**config.mk**
```make
export PLATFORM = sky130hd
export DESIGN_NAME = ijmp_unit
export DESIGN_NICKNAME = d
export VERILOG_FILES = /design/src/rtl/ijmp_pkg.sv /design/src/rtl/ijmp_target_calc.sv /design/src/rtl/ijmp_align_chk.sv /design/src/rtl/ijmp_link_gen.sv /design/src/rtl/ijmp_unit.sv
export SDC_FILE = /design/constraint.sdc
export NUM_CORES = 1
export LEC_CHECK = 0
export ABC_CLOCK_PERIOD_IN_PS = 5500
export BUFFER_PORTS_ARGS = -buffer_cell sky130_fd_sc_hd__buf_2
export CAP_MARGIN = 20
export CELL_PAD_IN_SITES_DETAIL_PLACEMENT = 0
export CELL_PAD_IN_SITES_GLOBAL_PLACEMENT = 2
export CORE_MARGIN = 3
export CORE_UTILIZATION = 30
export CTS_BUF_LIST = sky130_fd_sc_hd__clkbuf_4 sky130_fd_sc_hd__clkbuf_8
export CTS_CLUSTER_SIZE = 40
export DETAILED_ROUTE_END_ITERATION = 10
export HOLD_SLACK_MARGIN = 0.02
export PLACE_DENSITY = 0.94
export SYNTH_ARGS = -nofsm -noshare
export SYNTH_HDL_FRONTEND = slang
export SYNTH_SLANG_ARGS = --single-unit
```
**constraint.sdc**
```tcl
create_clock -name clk -period 5.5 [get_ports clk]
set_clock_uncertainty 0.1 [all_clocks]
set_input_delay 0.275 -clock clk [delete_from_list [all_inputs] [get_ports clk]]
set_output_delay 0.275 -clock clk [all_outputs]
set_load 0.01 [all_outputs]
```
**src/rtl/ijmp_pkg.sv**
```systemverilog
package ijmp_pkg;

    // Exception code for an instruction fetch from a misaligned address.
    localparam int unsigned EXC_FETCH_MISALIGNED = 0;

    // Alignment granule required for a fetch target.
    typedef enum logic {
        GRAN_HALF = 1'b0,
        GRAN_WORD = 1'b1
    } fetch_gran_e;

endpackage

```
**src/rtl/ijmp_target_calc.sv**
```systemverilog
module ijmp_target_calc #(
    parameter int unsigned XLEN  = 64,
    parameter int unsigned IMM_W = 12
) (
    input  logic [XLEN-1:0]  base_i,
    input  logic [IMM_W-1:0] imm_i,
    output logic [XLEN-1:0]  target_o
);
    localparam int unsigned EXT_W = XLEN - IMM_W;

    logic [XLEN-1:0] imm_sx;
    logic [XLEN-1:0] sum;

    always_comb begin
        imm_sx   = {{EXT_W{imm_i[IMM_W-1]}}, imm_i};
        sum      = base_i + imm_sx;
        target_o = sum & ~XLEN'(1);
    end
endmodule

```
**src/rtl/ijmp_align_chk.sv**
```systemverilog
module ijmp_align_chk
    import ijmp_pkg::*;
#(
    parameter bit HAS_COMPRESSED = 1'b1
) (
    input  logic        tgt_bit1_i,
    input  logic        cmp_en_i,
    output fetch_gran_e gran_o,
    output logic        misaligned_o
);
    generate
        if (HAS_COMPRESSED) begin : g_dyn
            always_comb gran_o = cmp_en_i ? GRAN_HALF : GRAN_WORD;
        end else begin : g_word
            logic unused_cmp;
            assign unused_cmp = cmp_en_i;
            always_comb gran_o = GRAN_WORD;
        end
    endgenerate

    // Bit 0 is already clear; only bit 1 can break word alignment.
    always_comb misaligned_o = (gran_o == GRAN_WORD) && tgt_bit1_i;
endmodule

```
**src/rtl/ijmp_link_gen.sv**
```systemverilog
module ijmp_link_gen #(
    parameter int unsigned XLEN       = 64,
    parameter int unsigned RIDX_W     = 5,
    parameter int unsigned INSN_BYTES = 4
) (
    input  logic              legal_i,
    input  logic [XLEN-1:0]   pc_i,
    input  logic [RIDX_W-1:0] rd_i,
    output logic              we_o,
    output logic [XLEN-1:0]   link_o
);
    always_comb begin
        we_o   = legal_i && (rd_i != '0);
        link_o = pc_i + XLEN'(INSN_BYTES);
    end
endmodule

```
**src/rtl/ijmp_unit.sv**
```systemverilog
module ijmp_unit
    import ijmp_pkg::*;
#(
    parameter int unsigned XLEN           = 64,
    parameter int unsigned IMM_W          = 12,
    parameter int unsigned RIDX_W         = 5,
    parameter int unsigned INSN_BYTES     = 4,
    parameter bit          HAS_COMPRESSED = 1'b1
) (
    input  logic              clk,
    input  logic              rst_n,
    input  logic              ex_valid_i,
    input  logic [XLEN-1:0]   rs1_val_i,
    input  logic [IMM_W-1:0]  imm_i,
    input  logic [XLEN-1:0]   pc_i,
    input  logic [RIDX_W-1:0] rd_idx_i,
    input  logic              cmp_en_i,
    output logic              trap_o,
    output logic [XLEN-1:0]   trap_cause_o,
    output logic [XLEN-1:0]   trap_epc_o,
    output logic              redir_o,
    output logic [XLEN-1:0]   redir_pc_o,
    output logic              rf_we_o,
    output logic [RIDX_W-1:0] rf_waddr_o,
    output logic [XLEN-1:0]   rf_wdata_o
);
    localparam logic [XLEN-1:0] CAUSE_VAL = XLEN'(EXC_FETCH_MISALIGNED);

    typedef struct packed {
        logic              trap;
        logic [XLEN-1:0]   cause;
        logic [XLEN-1:0]   epc;
        logic              redir;
        logic [XLEN-1:0]   tgt;
        logic              we;
        logic [RIDX_W-1:0] waddr;
        logic [XLEN-1:0]   wdata;
    } ex_out_t;

    ex_out_t         st_d, st_q;
    logic [XLEN-1:0] target;
    fetch_gran_e     gran;
    logic            misaligned;
    logic            legal;
    logic            link_we;
    logic [XLEN-1:0] link_val;

    ijmp_target_calc #(.XLEN(XLEN), .IMM_W(IMM_W)) u_tgt (
        .base_i   (rs1_val_i),
        .imm_i    (imm_i),
        .target_o (target)
    );

    ijmp_align_chk #(.HAS_COMPRESSED(HAS_COMPRESSED)) u_align (
        .tgt_bit1_i   (target[1]),
        .cmp_en_i     (cmp_en_i),
        .gran_o       (gran),
        .misaligned_o (misaligned)
    );

    always_comb legal = ex_valid_i && !misaligned;

    ijmp_link_gen #(.XLEN(XLEN), .RIDX_W(RIDX_W), .INSN_BYTES(INSN_BYTES)) u_link (
        .legal_i (legal),
        .pc_i    (pc_i),
        .rd_i    (rd_idx_i),
        .we_o    (link_we),
        .link_o  (link_val)
    );

    always_comb begin
        st_d       = '0;
        st_d.trap  = ex_valid_i && misaligned;
        st_d.redir = legal;
        st_d.we    = link_we;
        if (st_d.trap) begin
            st_d.cause = CAUSE_VAL;
            st_d.epc   = pc_i;
        end
        if (st_d.redir) begin
            st_d.tgt = target;
        end
        if (st_d.we) begin
            st_d.waddr = rd_idx_i;
            st_d.wdata = link_val;
        end
    end

    always_ff @(posedge clk) begin
        if (!rst_n) st_q <= '0;
        else        st_q <= st_d;
    end

    assign trap_o       = st_q.trap;
    assign trap_cause_o = st_q.cause;
    assign trap_epc_o   = st_q.epc;
    assign redir_o      = st_q.redir;
    assign redir_pc_o   = st_q.tgt;
    assign rf_we_o      = st_q.we;
    assign rf_waddr_o   = st_q.waddr;
    assign rf_wdata_o   = st_q.wdata;

    // Word granule with bit 1 set must never reach the redirect path.
    AST_WORD_GRAN_TRAPS: assert property (@(posedge clk) disable iff (!rst_n)
        (ex_valid_i && gran == GRAN_WORD && target[1]) |=> (trap_o && !redir_o));
    AST_HALF_GRAN_PASSES: assert property (@(posedge clk) disable iff (!rst_n)
        (ex_valid_i && gran == GRAN_HALF) |=> (redir_o && !trap_o));
    AST_REDIR_EVEN: assert property (@(posedge clk) disable iff (!rst_n)
        redir_o |-> !redir_pc_o[0]);
    AST_TRAP_NO_WRITE: assert property (@(posedge clk) disable iff (!rst_n)
        trap_o |-> !rf_we_o);
    AST_EPC_IS_PC: assert property (@(posedge clk) disable iff (!rst_n)
        (ex_valid_i && misaligned) |=> (trap_epc_o == $past(pc_i)));
    AST_CAUSE_CODE: assert property (@(posedge clk) disable iff (!rst_n)
        trap_o |-> (trap_cause_o == '0));
    AST_NO_X0_WRITE: assert property (@(posedge clk) disable iff (!rst_n)
        rf_we_o |-> (rf_waddr_o != '0));
    AST_EXCLUSIVE: assert property (@(posedge clk) disable iff (!rst_n)
        !(trap_o && redir_o));
    AST_IDLE_QUIET: assert property (@(posedge clk) disable iff (!rst_n)
        !ex_valid_i |=> !(trap_o || redir_o || rf_we_o));
endmodule

```
==> impl.org, run 1 <==
** Run status
- Run status :: complete, no violations

** Min path
- In this run the most critical hold path is launched from rs1_val_i[62].
- Min-Delay Path Class :: in -> reg
- Terminating pin of the worst hold path :: redir_pc_o[62]
- The worst hold path passes through 4 cells.

** Power
- Clk network pwr share :: 28.9%
- Net switching is 33.1% of the power.
- In this run, the combinational gates consume 25.6% of the power.
- Leakage :: 0.00637 uW
- Cell internal power was estimated by the tool at 2250 uW.
- Power share of the sequential group :: 45.6%
- Dividing total power by cell area gives a power density of 248 mW/mm2.
- Largest vdd supply drop :: 0.000149 V
- Sum of internal, switching and leakage power :: 3360 uW
- Sw power :: 1110 uW

** Setup path
- Startpoint Class :: primary input
- In this design, the stage delay of the slowest critical-path cell is 0.83 ns.
- The worst setup path is captured at a register.
- List of cells traversed by the critical path :: buf_2, ha_1, a21oi_1, o21ai_0, nor2_1, o221a_2, o311ai_2, a211oi_1, o21bai_1, a31oi_1, mux2i_1
- Number of cells on the critical path :: 11
- Of all nets on the critical path, the largest fanout is 34.
- Counting both buffers and inverters, the worst setup path holds a total of 1.
- Required time reported for the critical path endpoint :: 5.83 ns
- Critical path's slowest cell :: sky130_fd_sc_hd__a211oi_1
- Data arrives at the worst endpoint at 3.84 ns.
- Worst setup path category :: in -> reg
- Broken down by cell family, the worst path's largest delay share belongs to compound AO/OA/AOI/OAI gates.

** STA
- In this run the tightest slew margin relative to its limit is 34.7%.
- Setup violations remaining at the end of the flow were counted as 0.
- The total count of max-transition violations in the final report came to 0.
- Min setup slack post-route :: 1.99 ns
- Achievable clock frequency :: 285 MHz
- Share of the cycle needed by the critical path after routing :: 63.7%
- Setup repair after global routing left no endpoint under its margin.
- Measured slew at the worst slew-check pin :: 0.973 ns
- The clock period could shrink to 3.51 ns.
- Total Negative Setup Slacks :: 0 ns
- The hold violation count in the final report is 0.

** Yosys
- Top cell type's share of synthesized area :: 37.9%
- Cells after Synth :: 1,237
- Share of synthesized flip-flops with an asynchronous set or reset :: 0%
- Each instance of the synthesized netlist takes up on average 8.50 um2.
- The synthesized design contains 0 enable-type register cells.
- Synthesis inferred 199 register bits.
- Most common flop cell mapped by yosys :: sky130_fd_sc_hd__dfxtp_1
- Total standard cell area after synthesis :: 0.0105 mm2
- Yosys printed 0 warnings.
- Number of distinct library cells after synthesis :: 69
- Sorting the synthesized cells by area gives the leading types as sky130_fd_sc_hd__dfxtp_1 (38%), sky130_fd_sc_hd__ha_1 (7.5%), sky130_fd_sc_hd__nor2_1 (5.6%).
- Summed over all instances, the cell type with the most area after synthesis is sky130_fd_sc_hd__dfxtp_1.
- After synthesis, flip-flops and latches occupy 37.9% of the total area.

** Detailed routing
- Drt total wl :: 36,100 um
- Dividing the detail-routed via count by the number of cells gives 4.76.
- Sum of met2 wire segment lengths after detailed routing :: 17,600 um
- Post-detailed-route count of antenna-violating nets :: 0
- Routed wire per std cell :: 17.2 um
- After detailed routing, the wire length on met1 is 15,500 um.
- In this run the top signal layer used is met4.
- After detailed routing, the number of remaining DRC violations is 0.
- Routed met3 length :: 2110 um
- Length of the first detailed-routing pass in iterations :: 5
- In this run, the number of DRC markers left after iteration 0 of detailed routing was 377.
- Via count :: 9,971

** Die
- The die is 193 um wide.
- Die Footprint :: 0.0373 mm2
- Number of core rows :: 67
- 413 I/O pins were placed.
- Initial Util :: 30.9%
- In this run the standard cell core region covers 0.0340 mm2.
- Die Ht :: 193 um

** Placed design
- Routability-driven placement finished with a final weighted congestion of 0.874.
- Number of buffers added on ports :: 347
- At the placement stage, the worst setup path has a slack of 1.63 ns.
- DP HPWL :: 28,100 um

** Finish
- NumNets Final :: 1,848
- Most frequent standard cell in the layout excluding fill and tap cells :: sky130_fd_sc_hd__buf_2
- Fill cell instance count of the final layout :: 3,533
- Cells with a size suffix above 1 make up 25.2% of the layout.
- The library cells used most frequently in the layout, excluding fill and tap cells, are sky130_fd_sc_hd__buf_2 (347), sky130_fd_sc_hd__dfxtp_1 (199), sky130_fd_sc_hd__nor2_1 (158).
- Area grow syn2layout :: 28.8%

** GRT
- Global routing consumed, over all layers together, 18.7% of the routing resources.
- Global-route wire length before repair :: 56,100 um
- Number of global-route vias before repair :: 10.1k
- Entering global routing, the biggest net connects 64 pins.
- Total congestion overflow after global routing :: 0
- Number of antenna violations at the first check in global routing :: 1

** CTS
- CTS tree :: built
- The clock passes through at most 2 buffers.
- Inserted Clock Buffers :: 17
- Clock slew seen by the registers of the worst setup and hold paths :: 0.11 ns
- Root cell of the clock tree :: sky130_fd_sc_hd__clkbuf_8
- The H-tree generated during clock tree synthesis spans 4 levels.
- The clock drives 199 sinks.

** Run
- Max-cap violation count :: 0
[kinds of logic after synthesis]
group | share of synthesized area, %
adder cells (fa/ha/maj) | 7.69
buffers and inverters | 7.13
AO/OA/AOI/OAI | 14.3
other | 0.0357
flip-flops | 37.9
AND/OR/NAND/NOR | 23.6
multiplexers | 0.666
XOR/XNOR | 8.74
[per-layer routing]
layer	track usage, %	vias up
li1	-	4938
met1	22.8	4584
met2	33.3	399
met3	3.60	50
met4	5.79	0
met5	0	-
[repair_timing]
action,in CTS,in global routing
endpoints found under the hold margin,133,0
hold buffers,71,0
resized for setup,0,0
endpoints found under the setup margin,0,0
buffers inserted,0,0
[flip-flops by register name, indices dropped and copies added, names as in the netlist]
name	flops
rf_wdata_o	64
redir_o	1
rf_waddr_o	5
rf_we_o	1
redir_pc_o	63
trap_epc_o	64
trap_o	1
[layout make-up]
class / instances / area [um2] / share of cell area (%)
diodes: 1 / 2.50 / 0.0185
clock buffers: 19 / 262 / 1.93
clock inverters: 12 / 130 / 0.960
inverters: 22 / 82.6 / 0.609
multi-input cells: 971 / 6040 / 44.6
flip-flops and latches: 199 / 3980 / 29.4
well taps: 448 / 561 / 4.14
repair buffers: 424 / 2490 / 18.4
[Yosys cell counts, drive strengths merged (2+ instances only)]
cell       n
dfxtp    199
nor4       5
buf       70
nand3     35
xor2      64
and4       9
a221oi     2
nand2b     7
nor3      16
and3       9
a31oi      8
nand4     35
nor2     161
a31o       2
o41ai      2
xnor2     41
o21bai    15
nor4b      2
a211oi     7
nand2     92
o211ai     6
o21ai     57
o31ai      8
o31a       2
a21o      30
and2      74
inv       22
nor3b      5
o2111ai    2
nor2b      5
mux2i      7
clkbuf    39
or2        8
o21a       8
or4        4
or3       16
ha        63
a21oi     89
[worst max path at each step]
| stage | slack (ns) | end | startpoint |
|---|---|---|---|
| after global routing | 1.81 | redir_pc_o[58] | imm_i[11] |
| after detailed placement | 1.63 | redir_pc_o[58] | imm_i[11] |
| after global placement | 1.65 | redir_pc_o[58] | imm_i[11] |
| after floorplan | 2.78 | redir_pc_o[56] | rs1_val_i[21] |
| final | 1.99 | redir_pc_o[58] | imm_i[11] |
| after CTS | 2.17 | redir_pc_o[58] | imm_i[11] |
[power by group through the flow]
stage	logic, uW	registers [uW]	clock network (uW)
after CTS	858	1530	1000
after global routing	946	1540	1050
after global placement	817	1560	0
after floorplan	503	1600	0
final	858	1530	969
after detailed placement	812	1560	0
[metrics by stage]
step | util (%) | instances | hold WS [ns] | instance area [um2]
6_report | 39.8 | 2096 | 0.130 | 13600
3_5_place_dp | 36.6 | 1993 | 0.388 | 12400
4_1_cts | 39.8 | 2095 | 0.0882 | 13500
3_3_place_gp | 36.6 | 1993 | 0.389 | 12400
5_1_grt | 39.8 | 2096 | 0.137 | 13600
2_1_floorplan | - | 1301 | 0.247 | 10800
Note: power is estimated with default switching activity, not from simulation.
==> run 2: changes to the inputs <==
- ABC_CLOCK_PERIOD_IN_PS: 5500 -> 2980
- CORE_UTILIZATION: 30 -> 26
- PLACE_DENSITY: 0.94 -> 0.87
- clock period: 5.5 -> 2.98 ns (I/O delays scaled with it)
==> impl.org, run 2 (same netlist as run 1, synthesis figures left out) <==
** Run status
- Run status: complete, no violations (unchanged).

** Setup path
- List of cells traversed by the critical path: clkbuf_4, buf_4, ha_1, nand4_1, nor3_1, o21ai_0, nor3b_1, o31ai_1, a21oi_1, o31a_1, o21ai_0, mux2i_1 (was buf_2, ha_1, a21oi_1, o21ai_0, nor2_1, o221a_2, o311ai_2, a211oi_1, o21bai_1, a31oi_1, mux2i_1).
- Critical Path Max Stage Delay :: 0.47 ns (was 0.83 ns)
- Startpoint Class :: primary input (unchanged)
- The type of the worst setup path was in -> reg (unchanged).
- Worst endpoint data arrival time :: 3.19 ns (was 3.84 ns)
- The required time of the critical path was 3.35 ns (was 5.83 ns).
- The maximum fanout along the worst path was 15 (was 34).
- Critical path's slowest cell :: sky130_fd_sc_hd__o31ai_1 (was sky130_fd_sc_hd__a211oi_1)
- The kind of end point of the critical path was a register (unchanged).
- In this design, the critical path's most frequently occurring cell is sky130_fd_sc_hd__o21ai_0.

** Detailed routing
- The total detailed-routing wirelength is 39,000 um (was 36,100 um).
- The number of DRC violations after detailed-routing iteration 0 was 363 (was 377).
- The mean number of vias per cell came to 4.50 (was 4.76).
- The via count of the routed design came to 10.7k (was 9,971).
- Length of the first detailed-routing pass in iterations :: 5 (unchanged)
- Routed wire per std cell :: 16.4 um (was 17.2 um)
- The antenna violation net count after detailed routing came to 0 (unchanged).
- DR DRC count :: 0 (unchanged)

** Min path
- The terminating pin of the worst hold path was redir_pc_o[13] (was redir_pc_o[62]).
- Cells on Worst Hold Path :: 5 (was 4)
- Worst Min Path Start :: rs1_val_i[13] (was rs1_val_i[62])
- The path category of the worst min-delay check is in -> reg (unchanged).

** Finish
- The area overhead of the layout relative to synthesis came to 46.0% (was 28.8%).
- The number of antenna cells inserted is 0 (was 1).
- Top library cells by usage in the layout, fill and taps aside :: sky130_fd_sc_hd__buf_2 (346), sky130_fd_sc_hd__dfxtp_1 (199), sky130_fd_sc_hd__buf_4 (188) (was sky130_fd_sc_hd__buf_2 (347), sky130_fd_sc_hd__dfxtp_1 (199), sky130_fd_sc_hd__nor2_1 (158))
- NumNets Final :: 2,053 (was 1,848)
- Area of all sequential standard cells :: 0.00398 mm2 (unchanged)
- The leading cell type in the layout, fill and taps excluded was sky130_fd_sc_hd__buf_2 (unchanged).
- Core occupancy in the finished layout :: 38.6% (was 39.8%)
- Area of the multi-input gates :: 0.00609 mm2 (was 0.00604 mm2)
- The finished layout cell area is 0.0154 mm2 (was 0.0136 mm2).
- The number of fillers in the final layout is 4,160 (was 3,533).
- The fraction of final layout cells with drive strength greater than 1 is 32.7% (was 25.2%).

** STA
- For the finished layout, the period the worst path requires is 2.81 ns.
- Achievable clock frequency :: 355 MHz
- The transition time at the pin with the least slew margin came to 0.958 ns (was 0.973 ns).
- The hold violation count in the final report is 0 (unchanged).
- The headroom to the max-slew limit is 35.9% (was 34.7%).
- Final setup violation count :: 0 (unchanged)
- Number of pins exceeding their max-slew limit in the final report :: 0 (unchanged)
- RSZ-0062 raised after global routing :: no (unchanged)
- The worst path uses 94.4% of the clock period.
- Min setup slack post-route :: 0.167 ns (was 1.99 ns)
- The sum of negative setup slack is 0 ns (unchanged).

** GRT
- Global-route wire length before repair :: 59,900 um (was 56,100 um)
- The overall fraction of global-route tracks in use was 17.7% (was 18.7%).
- Maximum number of pins on one net before global-route repair :: 64 (unchanged)
- The number of antenna violations at the first check in global routing came to 2 (was 1).
- Total congestion overflow after global routing :: 0 (unchanged)
- Number of global-route vias before repair :: 11.0k (was 10.1k)

** Die
- The initial standard-cell utilization of the core came to 26.4% (was 30.9%).
- Die Footprint :: 0.0429 mm2 (was 0.0373 mm2)
- The standard-cell row count was 73 (was 67).
- Floorplan core area :: 0.0398 mm2 (was 0.0340 mm2)
- The height of the die was 207 um (was 193 um).
- Top-level port count :: 413 (unchanged)
- The floorplan die width came to 207 um (was 193 um).

** Power
- Sum of internal, switching and leakage power :: 6660 uW (was 3360 uW)
- The power per cell area is 434 mW/mm2 (was 248 mW/mm2).
- The maximum ir drop on the vdd rail came to 0.000212 V (was 0.000149 V).
- Leakage :: 0.00738 uW (was 0.00637 uW)

** CTS
- Inserted Clock Buffers :: 17 (unchanged)
- The largest buffer count on any clock path was 2 (unchanged).
- CTS tree :: built (unchanged)
- The buffer cell driving the clock tree root was sky130_fd_sc_hd__clkbuf_8 (unchanged).
- CTS H-tree lvls :: 4 (unchanged)
- The count of buffers added by post-CTS timing repair for setup came to 0 (unchanged).
- Clock slew seen by the registers of the worst setup and hold paths :: 0.12 ns (was 0.11 ns)
- The clock sink count was 199 (unchanged).

** Placed design
- Cell area after placement :: 0.0139 mm2 (was 0.0124 mm2)
- Gp weighted congestion :: 0.862 (was 0.874)
- DP HPWL :: 30,900 um (was 28,100 um)
- The number of buffers inserted by port buffering is 347 (unchanged).
- DP Worst Slack :: -0.644 ns (was 1.63 ns)

** Run
- The reported max-cap violation count was 0 (unchanged).
==> run 2: cell types whose count changed in the layout (fill, tap and decap cells not counted), moves of 2 or more <==
cell                            delta
sky130_fd_sc_hd__buf_4           +182
sky130_fd_sc_hd__dlygate4sd3_1    +21
sky130_fd_sc_hd__inv_6             -5
sky130_fd_sc_hd__inv_8             +4
sky130_fd_sc_hd__clkinv_8          +3
sky130_fd_sc_hd__a211oi_1          -2
sky130_fd_sc_hd__clkbuf_8          -2
sky130_fd_sc_hd__clkinv_4          +2
==> run 2: critical path: cells and delay by family <==
family	cells	cell delay [ns]
fa+ha+maj	1	0.33
compound gates	5	1.53
simple gates	3	0.53
buf+inv	2	0.41
mux	1	0.22
==> run 2: stage by stage <==
step	hold slack, ns	std cells
2_1_floorplan	0.121	1301
3_3_place_gp	0.265	2254
3_5_place_dp	0.269	2254
4_1_cts	0.0246	2378
5_1_grt	0.0656	2378
6_report	0.0650	2378
==> run 2: worst max-delay path by stage <==
stage                        startpoint              to  cells past startpoint
after floorplan           rs1_val_i[21]  redir_pc_o[56]                     11
after global placement        imm_i[11]  redir_pc_o[58]                     12
after detailed placement      imm_i[11]  redir_pc_o[58]                     12
after CTS                  rs1_val_i[7]  redir_pc_o[58]                     13
after global routing          imm_i[11]  redir_pc_o[52]                     14
final                         imm_i[11]  redir_pc_o[63]                     12
==> run 2: cell type report <==
class | instances | area share (%)
inverter | 22 | 0.538
multi-input combinational | 971 | 39.7
timing repair buffer | 629 | 26.7
tap | 525 | 4.28
clock buffer | 17 | 1.52
clock inverter | 15 | 1.31
sequential | 199 | 25.9
==> run 2: timing repair <==
action	4_1_cts	5_1_grt
gates resized for setup	1	12
hold buffers	92	0
hold endpoints to repair	146	0
pin swaps	0	1
endpoints found under the setup margin	1	13
==> run 2: metal layers <==
layer	share of wire, %	track usage [%]	wire length (um)
met2	49	31.6	19100
met4	2.3	6.39	897
met1	43	20.9	16700
met3	5.9	3.82	2320
met5	0.072	0	28
==> run 2: report_power, final <==
part / switching (uW) / leakage, uW / total [uW] / internal (uW)
Sequential: 38.2 / 0.00162 / 2830 / 2790
Clock: 1160 / 0.000214 / 1890 / 729
Combinational: 1040 / 0.00555 / 1940 / 905
==> run 3: changes to the inputs <==
- ABC_CLOCK_PERIOD_IN_PS: 2980 -> 2700
- CORE_UTILIZATION: 26 -> 28
- PLACE_DENSITY: 0.87 -> 0.89
- clock period: 2.98 -> 2.7 ns (I/O delays scaled with it)
==> impl.org, run 3 (same netlist as run 1, synthesis figures left out) <==
** Run status
- Run status: complete, no violations (unchanged).

** Detailed routing
- Post-detailed-route count of antenna-violating nets :: 0 (unchanged)
- Detailed Route Iter0 Violations :: 418 (was 363)
- Routed wire per std cell :: 16.3 um (was 16.4 um)
- The first-pass detailed-route iteration total came to 5 (unchanged).
- The via count of the routed design was 10.9k (was 10.7k).
- The mean number of vias per cell is 4.58 (was 4.50).
- DR DRC count :: 0 (unchanged)
- The total detailed-routing wirelength came to 38,600 um (was 39,000 um).

** CTS
- The count of buffers added by post-CTS timing repair for setup was 0 (unchanged).
- The clock sink count is 199 (unchanged).
- Maximum count of clock buffers along a single path :: 2 (unchanged)
- CTS tree :: built (unchanged)
- Root cell of the clock tree :: sky130_fd_sc_hd__clkbuf_8 (unchanged)
- The number of buffers created by CTS is 17 (unchanged).
- CTS H-tree lvls :: 4 (unchanged)
- The clock input transition at the sequential cells of the worst setup and hold paths was 0.13 ns (was 0.12 ns).

** STA
- The headroom to the max-slew limit was 47.6% (was 35.9%).
- The routed design could run at a clock period as short as 2.58 ns.
- RSZ-0062 raised after global routing: yes (was no).
- Achievable clock frequency :: 388 MHz
- The final critical path takes up 95.4% of the cycle.
- The hold violation count in the final report came to 0 (unchanged).
- Final setup violation count :: 0 (unchanged)
- Worst-case hold slack :: 0.0779 ns (was 0.0650 ns)
- Measured slew at the worst slew-check pin :: 0.783 ns (was 0.958 ns)
- Number of pins exceeding their max-slew limit in the final report :: 0 (unchanged)

** Setup path
- The type of the worst setup path is in -> reg (unchanged).
- Startpoint Class :: primary input (unchanged)
- Worst endpoint data arrival time :: 2.84 ns (was 3.19 ns)
- The maximum fanout along the worst path came to 6 (was 15).
- Nature of the critical path endpoint :: register (unchanged)
- The required time of the critical path was 2.97 ns (was 3.35 ns).

** Placed design
- The number of buffers inserted by port buffering was 347 (unchanged).
- Gp weighted congestion :: 0.881 (was 0.862)
- Placed cell count :: 2,257 (was 2,254)
- DP HPWL :: 30,700 um (was 30,900 um)

** Die
- Die width :: 200 um (was 207 um)
- The count of boundary I/O pins was 413 (unchanged).
- Die Footprint :: 0.0399 mm2 (was 0.0429 mm2)
- Initial Util :: 28.6% (was 26.4%)
- Floorplan core area :: 0.0368 mm2 (was 0.0398 mm2)
- Die Ht :: 200 um (was 207 um)
- The standard-cell row count is 70 (was 73).

** Finish
- Most frequent standard cell in the layout excluding fill and tap cells :: sky130_fd_sc_hd__buf_2 (unchanged)
- The core occupancy in the finished layout was 42.6% (was 38.6%).
- The fraction of final layout cells with drive strength greater than 1 came to 35.5% (was 32.7%).
- The net count of the finished layout was 2,101 (was 2,053).
- Area grow syn2layout :: 48.8% (was 46.0%)
- Post-route non-filler standard cell count :: 2,369 (was 2,378)
- The number of antenna cells inserted was 0 (unchanged).
- Top library cells by usage in the layout, fill and taps aside :: sky130_fd_sc_hd__buf_2 (346), sky130_fd_sc_hd__buf_4 (246), sky130_fd_sc_hd__dfxtp_1 (199) (was sky130_fd_sc_hd__buf_2 (346), sky130_fd_sc_hd__dfxtp_1 (199), sky130_fd_sc_hd__buf_4 (188))
- Fill cell instance count of the final layout :: 3,708 (was 4,160)

** Power
- The maximum ir drop on the vdd rail was 0.000290 V (was 0.000212 V).
- The static leakage came to 0.00763 uW (was 0.00738 uW).
- Power per standard cell area :: 472 mW/mm2 (was 434 mW/mm2)

** GRT
- Maximum number of pins on one net before global-route repair :: 64 (unchanged)
- The first-pass GRT wire length was 58,300 um (was 59,900 um).
- Total global-route track usage :: 18.7% (was 17.7%)
- Number of antenna violations at the first check in global routing :: 1 (was 2)
- The global route total overflow was 0 (unchanged).
- The via count of the first global-routing pass was 10.9k (was 11.0k).

** Min path
- Min-Delay Path Class :: in -> reg (unchanged)

** Run
- Max-cap violation count :: 0 (unchanged)
## run 3: cell types whose count changed in the layout (fill, tap and decap cells not counted), sizes merged
cell / change
buf: +61
dlygate4sd3: -12
clkinv: -3
clkbuf: +1
inv: +1
## run 3: per-stage QoR
step | worst slack (ns) | instance area [um2] | total power [uW] | setup TNS [ns]
5_1_grt | -0.0137 | 15700 | 7810 | -0.0137
3_5_place_dp | -0.763 | 14300 | 5290 | -13.73
4_1_cts | 0.0252 | 15600 | 7450 | 0
2_1_floorplan | 0.116 | 10800 | 4280 | 0
6_report | 0.124 | 15700 | 7380 | 0
3_3_place_gp | -0.786 | 14300 | 5290 | -13.61
## run 3: final cells by class
cell class | instances | area (um2) | share of cell area [%]
inverters | 22 | 82.6 | 0.528
clock inverters | 13 | 156 | 0.999
multi-input cells | 971 | 6140 | 39.2
flip-flops and latches | 199 | 3980 | 25.5
repair buffers | 677 | 4450 | 28.4
well taps | 468 | 586 | 3.74
clock buffers | 19 | 249 | 1.59
## run 3: routing by layer
layer	vias up	global-route usage, %	share of wire (%)
li1	5421	-	-
met1	4969	22.1	42
met2	401	32.9	48
met3	70	3.54	6.4
met4	0	8.74	3.8
met5	-	0	0
## run 3: path summary, 6_finish.rpt
| path | start | endpoint | slack, ns | cells after the start |
|---|---|---|---|---|
| max | pc_i[21] | rf_wdata_o[62] | 0.12 | 11 |
| min | rs1_val_i[28] | redir_pc_o[28] | 0.08 | 5 |
## run 3: what timing repair did
action | 4_1_cts | 5_1_grt
hold endpoints to repair | 138 | 0
resized for setup | 4 | 22
hold buffers | 80 | 0
pin swaps | 0 | 2
setup endpoints to repair | 8 | 22
gates cloned | 0 | 0
## run 3: where the power goes
group	switching (uW)	total (uW)	internal [uW]
Sequential	42.4	3120	3080
Combinational	1170	2240	1070
Clock	1220	2020	801
Total	2430	7380	4950
## run 3: worst max-delay path, cell delays in order
cell                            delay [ns]
sky130_fd_sc_hd__dlygate4sd3_1        0.54
sky130_fd_sc_hd__buf_2                0.16
sky130_fd_sc_hd__nand3_1              0.16
sky130_fd_sc_hd__or4_4                0.58
sky130_fd_sc_hd__nor4_4               0.24
sky130_fd_sc_hd__nand3_4              0.14
sky130_fd_sc_hd__or2_4                0.30
sky130_fd_sc_hd__nor2_4               0.19
sky130_fd_sc_hd__nand4_1              0.13
sky130_fd_sc_hd__xor2_1               0.22
sky130_fd_sc_hd__nor2_2               0.05
